[src/rtl/adcrd_pkg.sv]
package adcrd_pkg;

    localparam int ADDR_W = 4;

    typedef enum logic [1:0] {
        PWR_AWAKE    = 2'd0,
        PWR_STANDBY  = 2'd1,
        PWR_SHUTDOWN = 2'd2
    } pwr_e;

    // Command fields below the write flag, most significant first.
    typedef struct packed {
        logic [1:0]        pm;
        logic              weak_en;
        logic              seq_en;
        logic [ADDR_W-1:0] addr;
    } ctrl_word_t;

    localparam int CMD_W = 1 + $bits(ctrl_word_t);

    localparam logic [1:0] PM_STANDBY  = 2'b00;
    localparam logic [1:0] PM_SHUTDOWN = 2'b01;
    localparam logic [1:0] PM_NORMAL   = 2'b11;

    // State entered after a conversion under a given power mode.
    function automatic pwr_e rest_state(input logic [1:0] pm);
        case (pm)
            PM_STANDBY:  return PWR_STANDBY;
            PM_SHUTDOWN: return PWR_SHUTDOWN;
            default:     return PWR_AWAKE;
        endcase
    endfunction

endpackage

[src/rtl/adcrd_edge.sv]
module adcrd_edge (
    input  logic clk,
    input  logic rst,
    input  logic cs_n,
    input  logic sclk,
    output logic cs_fall,
    output logic sclk_fall
);
    logic cs_q;
    logic sclk_q;

    always_ff @(posedge clk) begin
        if (rst) begin
            cs_q   <= 1'b1;
            sclk_q <= 1'b1;
        end else begin
            cs_q   <= cs_n;
            sclk_q <= sclk;
        end
    end

    assign cs_fall   = cs_q & ~cs_n;
    assign sclk_fall = sclk_q & ~sclk;
endmodule

[src/rtl/adcrd_shift.sv]
module adcrd_shift
    import adcrd_pkg::*;
#(
    parameter int DATA_W = 12
) (
    input  logic              clk,
    input  logic              rst,
    input  logic              cs_n,
    input  logic              cs_fall,
    input  logic              sclk_fall,
    input  logic              din,
    input  logic              live,
    input  logic [ADDR_W-1:0] chan,
    input  logic [DATA_W-1:0] sample,
    output logic              frame_done,
    output logic [CMD_W-1:0]  cmd,
    output logic              tx_oe,
    output logic              tx_bit
);
    localparam int FRAME_W = ADDR_W + DATA_W;
    localparam int CNT_W   = $clog2(FRAME_W + 1);
    localparam logic [CNT_W-1:0] CNT_END  = CNT_W'(FRAME_W);
    localparam logic [CNT_W-1:0] CNT_LAST = CNT_W'(FRAME_W - 1);

    logic [CNT_W-1:0]   cnt;
    logic [FRAME_W-1:0] tx;
    logic [FRAME_W-2:0] rx;
    logic [FRAME_W-1:0] rx_next;
    logic               step;

    // A fall is counted only inside an open window that is not yet full.
    assign step       = sclk_fall & ~cs_n & ~cs_fall & (cnt != CNT_END);
    assign rx_next    = {rx, din};
    assign frame_done = step & (cnt == CNT_LAST);
    assign cmd        = rx_next[FRAME_W-1 -: CMD_W];
    assign tx_bit     = tx[FRAME_W-1];

    always_ff @(posedge clk) begin
        if (rst) begin
            cnt   <= CNT_END;
            tx    <= '0;
            rx    <= '0;
            tx_oe <= 1'b0;
        end else if (cs_n) begin
            cnt   <= CNT_END;
            tx_oe <= 1'b0;
        end else if (cs_fall) begin
            cnt   <= '0;
            tx    <= {chan, sample};
            rx    <= '0;
            tx_oe <= live;
        end else if (step) begin
            cnt <= cnt + 1'b1;
            tx  <= {tx[FRAME_W-2:0], 1'b0};
            rx  <= rx_next[FRAME_W-2:0];
            if (cnt == CNT_LAST) begin
                tx_oe <= 1'b0;
            end
        end
    end
endmodule

[src/rtl/adcrd_ctrl.sv]
module adcrd_ctrl
    import adcrd_pkg::*;
(
    input  logic              clk,
    input  logic              rst,
    input  logic              frame_done,
    input  logic [CMD_W-1:0]  cmd,
    output logic              weak_en,
    output logic [ADDR_W-1:0] chan,
    output logic              awake
);
    logic       wr;
    ctrl_word_t word;
    logic [1:0] pm_q;
    logic [1:0] pm_eff;
    logic       seq_q;
    pwr_e       pwr_q;

    always_comb begin
        wr     = cmd[CMD_W-1];
        word   = ctrl_word_t'(cmd[CMD_W-2:0]);
        pm_eff = wr ? word.pm : pm_q;
    end

    always_ff @(posedge clk) begin
        if (rst) begin
            pm_q    <= PM_NORMAL;
            weak_en <= 1'b0;
            seq_q   <= 1'b0;
            chan    <= '0;
            pwr_q   <= PWR_AWAKE;
        end else if (frame_done) begin
            if (wr) begin
                pm_q    <= word.pm;
                weak_en <= word.weak_en;
                seq_q   <= word.seq_en;
                chan    <= word.addr;
            end else if (pwr_q == PWR_AWAKE && seq_q) begin
                chan <= chan + 1'b1;
            end
            if (pwr_q == PWR_AWAKE) begin
                pwr_q <= rest_state(pm_eff);
            end else begin
                pwr_q <= PWR_AWAKE;
            end
        end
    end

    assign awake = (pwr_q == PWR_AWAKE);
endmodule

[src/rtl/adcrd_frame.sv]
module adcrd_frame
    import adcrd_pkg::*;
#(
    parameter int DATA_W = 12
) (
    input  logic              clk,
    input  logic              rst,
    input  logic              cs_n,
    input  logic              sclk,
    input  logic              din,
    input  logic [DATA_W-1:0] sample,
    output logic              dout,
    output logic              dout_oe,
    output logic              dout_weak
);
    logic              cs_fall;
    logic              sclk_fall;
    logic              frame_done;
    logic [CMD_W-1:0]  cmd;
    logic              tx_oe;
    logic              tx_bit;
    logic              weak_en;
    logic [ADDR_W-1:0] chan;
    logic              awake;

    adcrd_edge u_edge (
        .clk       (clk),
        .rst       (rst),
        .cs_n      (cs_n),
        .sclk      (sclk),
        .cs_fall   (cs_fall),
        .sclk_fall (sclk_fall)
    );

    adcrd_shift #(.DATA_W(DATA_W)) u_shift (
        .clk        (clk),
        .rst        (rst),
        .cs_n       (cs_n),
        .cs_fall    (cs_fall),
        .sclk_fall  (sclk_fall),
        .din        (din),
        .live       (awake),
        .chan       (chan),
        .sample     (sample),
        .frame_done (frame_done),
        .cmd        (cmd),
        .tx_oe      (tx_oe),
        .tx_bit     (tx_bit)
    );

    adcrd_ctrl u_ctrl (
        .clk        (clk),
        .rst        (rst),
        .frame_done (frame_done),
        .cmd        (cmd),
        .weak_en    (weak_en),
        .chan       (chan),
        .awake      (awake)
    );

    always_comb begin
        dout_oe   = tx_oe;
        dout_weak = ~tx_oe & weak_en;
        if (tx_oe) begin
            dout = tx_bit;
        end else begin
            dout = weak_en & chan[ADDR_W-1];
        end
    end
endmodule

[config.mk]
export PLATFORM = sky130hd
export DESIGN_NAME = adcrd_frame
export DESIGN_NICKNAME = d
export VERILOG_FILES = /design/src/rtl/adcrd_pkg.sv /design/src/rtl/adcrd_edge.sv /design/src/rtl/adcrd_shift.sv /design/src/rtl/adcrd_ctrl.sv /design/src/rtl/adcrd_frame.sv
export SDC_FILE = /design/constraint.sdc
export NUM_CORES = 1
export LEC_CHECK = 0
export BUFFER_PORTS_ARGS = -buffer_cell sky130_fd_sc_hd__buf_2
export CORE_MARGIN = 2
export CORE_UTILIZATION = 40
export CTS_CLUSTER_DIAMETER = 60
export CTS_CLUSTER_SIZE = 8
export DETAILED_ROUTE_END_ITERATION = 12
export GPL_TIMING_DRIVEN = 0
export MAX_ROUTING_LAYER = met4
export PLACE_DENSITY_LB_ADDON = 0.3
export SETUP_SLACK_MARGIN = 0.4
export SYNTH_ARGS = -nofsm -noshare
export SYNTH_HDL_FRONTEND = slang
export SYNTH_SLANG_ARGS = --single-unit
[constraint.sdc]
create_clock -name clk -period 3.47 [get_ports clk]
set_input_delay 0.1735 -clock clk [delete_from_list [all_inputs] [get_ports clk]]
set_output_delay 0.1735 -clock clk [all_outputs]
set_load 0.01 [all_outputs]
==> flow_results.xml <==
<?xml version="1.0" encoding="UTF-8"?>
<metrics>
  <group name="drt">
    <metric name="drtAntennaViolNets" unit="">0</metric>
    <metric name="avgViaCountPerCell" unit="">5.32</metric>
    <metric name="drt_first_pass_iters" unit="">4</metric>
    <metric name="first_iter_violations" unit="">80</metric>
    <metric name="vias" unit="">1719</metric>
    <metric name="drc" unit="">0</metric>
    <metric name="post_drt_wl_per_cell" unit="µm">13.8</metric>
    <metric name="wirelength" unit="mm">4.46</metric>
  </group>
  <group name="setup_path">
    <metric name="critPathLaunchType" unit="">flip-flop</metric>
    <metric name="path_max_fanout" unit="">10</metric>
    <metric name="worst-r2r-setup-slack" unit="ns">1.49</metric>
    <metric name="number_of_cells_traversed_by_the_worst_register_to_register_path" unit="">9</metric>
    <metric name="crit_required" unit="ns">3.64</metric>
    <metric name="worst_setup_path_end_kind" unit="">flip-flop</metric>
    <metric name="path_class" unit="">reg -&gt; reg</metric>
    <metric name="r2r-end" unit="">u_shift.rx[5]</metric>
    <metric name="rr_startpoint" unit="">u_shift.cnt[0]</metric>
    <metric name="cp.arrival" unit="ns">2.15</metric>
  </group>
  <group name="place">
    <metric name="buffer_ports.inserted" unit="">17</metric>
    <metric name="gp_congestion" unit="">0.763</metric>
    <metric name="dpl_worst_slack" unit="ns">1.49</metric>
    <metric name="detailedPlacementHpwl" unit="mm">3.23</metric>
  </group>
  <group name="layout">
    <metric name="layout_common_cells" unit="">dfxtp_1 (49), nand2_1 (25), buf_2 (21), a21oi_1 (21), mux2i_1 (18)</metric>
    <metric name="antenna_cells" unit="">0</metric>
    <metric name="finalNetCount" unit="">274</metric>
    <metric name="syn_to_final_growth" unit="%">12.9</metric>
    <metric name="drive_gt1_share" unit="%">15.4</metric>
    <metric name="most_common_cell_after_layout_fill_and_taps_aside" unit="">dfxtp_1</metric>
  </group>
  <group name="global_routing">
    <metric name="first_global_vias" unit="">1671</metric>
    <metric name="first_pass_grt_wire_length" unit="mm">7.84</metric>
    <metric name="grt_max_degree" unit="">15</metric>
    <metric name="globalRoute.totalOverflow" unit="">0</metric>
    <metric name="antenna_found_initial" unit="">0</metric>
    <metric name="grt_use_total" unit="%">16.8</metric>
  </group>
  <group name="clocking">
    <metric name="cts.repair_timing.setup_buffer_count" unit="">0</metric>
    <metric name="clock_insertion_delay_worst_skew" unit="ns">0.30</metric>
    <metric name="cts.reportedPaths.clkPinSlew" unit="ns">0.09</metric>
    <metric name="h-tree-depth" unit="">2</metric>
    <metric name="cts_tree" unit="">yes</metric>
    <metric name="cts_resized" unit="">0</metric>
    <metric name="cts_max_path_bufs" unit="">2</metric>
    <metric name="ctsHoldBuffers" unit="">0</metric>
    <metric name="cts_buffers" unit="">5</metric>
    <metric name="cts_sinks" unit="">49</metric>
    <metric name="cts_root_buf" unit="">clkbuf_8</metric>
  </group>
  <group name="synth">
    <metric name="yosysSeqAreaShare" unit="%">45.8</metric>
    <metric name="postSynth.asyncResetShare" unit="%">0</metric>
    <metric name="synthesis.nets" unit="">250</metric>
    <metric name="simple_logic_cell_fraction_of_the_synthesized_area" unit="%">14.6</metric>
    <metric name="synth_area" unit="mm²">0.00214</metric>
    <metric name="post_synth_top_area_share" unit="%">45.8</metric>
    <metric name="syn-instance-count" unit="">229</metric>
    <metric name="synthAdderAreaFrac" unit="%">2.34</metric>
    <metric name="synth_area_leaders" unit="">dfxtp_1 (46%), mux2i_1 (8.4%), a211oi_1 (6.0%)</metric>
    <metric name="ys.flop_type" unit="">dfxtp_1</metric>
    <metric name="yosys_warnings" unit="">0</metric>
    <metric name="synth_top_area_cell" unit="">dfxtp_1</metric>
    <metric name="ys_types" unit="">45</metric>
    <metric name="synth_compound_area_share" unit="%">21.8</metric>
    <metric name="synth_mux_area_share" unit="%">8.95</metric>
    <metric name="number_of_synthesized_flops_with_an_enable_pin" unit="">0</metric>
    <metric name="synth.avg_cell_area" unit="µm²">9.34</metric>
    <metric name="dominant_combinational_cell_family_by_area_after_synthesis" unit="">compound AO/OA/AOI/OAI gates</metric>
    <metric name="ys_seq_elements" unit="">49</metric>
    <metric name="synth_xor_xnor_area_share" unit="%">1.23</metric>
  </group>
  <group name="sta">
    <metric name="worst_pin_slew" unit="ns">0.662</metric>
    <metric name="final.setup.worst_slack" unit="ns">1.49</metric>
    <metric name="final.setup.tns" unit="ns">0</metric>
    <metric name="hold_viol" unit="">0</metric>
    <metric name="unrepaired_setup_endpoints_after_global_routing" unit="">false</metric>
    <metric name="timing.max_slew.rel_slack" unit="%">55.7</metric>
    <metric name="final_min_period_over_clock_period" unit="%">57.0</metric>
    <metric name="number_of_max_slew_violations_in_the_final_report" unit="">0</metric>
    <metric name="finalSetupViolCount" unit="">0</metric>
    <metric name="maxClockFrequency" unit="GHz">0.506</metric>
    <metric name="min_period" unit="ns">1.98</metric>
    <metric name="clock-skew-final" unit="ns">0.00925</metric>
  </group>
  <group name="floorplan">
    <metric name="initial_core_util" unit="%">41.6</metric>
    <metric name="core-area" unit="mm²">0.00514</metric>
    <metric name="die_height" unit="µm">77.1</metric>
    <metric name="placementRows" unit="">26</metric>
    <metric name="die_width" unit="µm">77.1</metric>
    <metric name="design.portCount" unit="">20</metric>
    <metric name="dieArea" unit="mm²">0.00595</metric>
  </group>
  <group name="worst_hold_path">
    <metric name="worstHoldEndpoint" unit="">u_shift.tx[0]</metric>
    <metric name="worstHoldPathCells" unit="">3</metric>
    <metric name="min_from" unit="">sample[0]</metric>
    <metric name="class_of_the_tightest_hold_or_removal_check" unit="">in -&gt; reg</metric>
  </group>
  <group name="run">
    <metric name="max-cap-violations" unit="">0</metric>
  </group>
  <group name="power">
    <metric name="powerDensity" unit="mW/mm²">442</metric>
    <metric name="power.ir.vdd_worst" unit="µV">190</metric>
    <metric name="static_leak" unit="nW">0.891</metric>
  </group>
  <group name="outcome">
    <metric name="status" unit="">complete, no violations</metric>
  </group>
</metrics>
-- sequential cells by signal, indices dropped and copies added, names as in the netlist --
signal          cells
u_ctrl.weak_en      1
u_ctrl.seq_q        1
u_shift.tx         16
u_shift.tx_oe       1
u_edge.cs_q         1
u_shift.rx         15
u_ctrl.pm_q         2
u_ctrl.pwr_q        2
u_edge.sclk_q       1
u_shift.cnt         5
u_ctrl.chan         4
-- synthesized netlist by cell type, drive strengths merged, types with 2 or more instances --
| master | n |
|---|---|
| a211oi | 17 |
| a21oi | 22 |
| and3 | 2 |
| buf | 7 |
| clkbuf | 9 |
| dfxtp | 49 |
| ha | 4 |
| inv | 8 |
| mux2i | 18 |
| nand2 | 25 |
| nand3 | 7 |
| nand4 | 3 |
| nor2 | 10 |
| nor2b | 3 |
| nor3 | 2 |
| o2111ai | 2 |
| o211ai | 2 |
| o21ai | 6 |
| o22ai | 11 |
| xor2 | 2 |
-- per-stage QoR --
stage	util, %	instances	instance area [µm²]	hold WS (ns)	power, mW
2_1_floorplan	-	229	2140	0.277	0.664
3_3_place_gp	45.0	316	2310	0.428	0.689
3_5_place_dp	45.0	316	2310	0.432	0.691
4_1_cts	47.0	323	2420	0.111	1.08
5_1_grt	47.0	323	2420	0.101	1.11
6_report	47.0	323	2420	0.116	1.07
-- cell type report --
type / count / area, µm²
clock buffers: 5 / 68.8
clock inverters: 2 / 35.0
flip-flops and latches: 49 / 981
repair buffers: 17 / 85.1
multi-input cells: 156 / 1040
fillers: 522 / 2720
inverters: 8 / 30.0
plain buffers: 16 / 83.8
well taps: 70 / 87.6
-- worst max-delay path, cell delays in order, from the launching register on --
cell	delay, ns
dfxtp_1	0.37
inv_1	0.08
ha_1	0.19
nand4bb_1	0.08
buf_2	0.22
a21oi_1	0.15
nor2_1	0.13
buf_2	0.26
buf_2	0.25
o22ai_1	0.11
-- routing by layer --
layer	wire (µm)	GRT usage [%]	vias up
li1	-	-	886
met1	2280	23.0	797
met2	1960	24.2	29
met3	150	3.53	7
met4	70	6.96	0
met5	0	-	-
-- worst max path at each step --
stage / start / end / slack [ns] / cells past startpoint
floorplan: u_shift.cnt[0] / u_shift.rx[2] / 1.82 / 9
detailed placement: u_shift.cnt[0] / u_shift.rx[3] / 1.49 / 9
finish: u_shift.cnt[0] / u_shift.rx[5] / 1.49 / 9
global route: u_shift.cnt[0] / u_shift.rx[5] / 1.31 / 9
CTS: u_shift.cnt[0] / u_shift.rx[3] / 1.48 / 9
global placement: u_shift.cnt[0] / u_shift.rx[3] / 1.52 / 9
-- cell families (layout without fill, tap and decap cells) --
family | Yosys count | in the layout
fa+ha+maj | 4 | 4
mux | 19 | 19
compound gates | 71 | 71
xor+xnor | 3 | 3
flops | 49 | 49
simple gates | 59 | 59
buf+inv | 24 | 48
-- report_power, final --
| group | switching (mW) | internal [mW] |
|---|---|---|
| logic | 0.0525 | 0.0374 |
| clock network | 0.180 | 0.210 |
| registers | 0.00961 | 0.578 |
(Power assumes the default switching activity.)
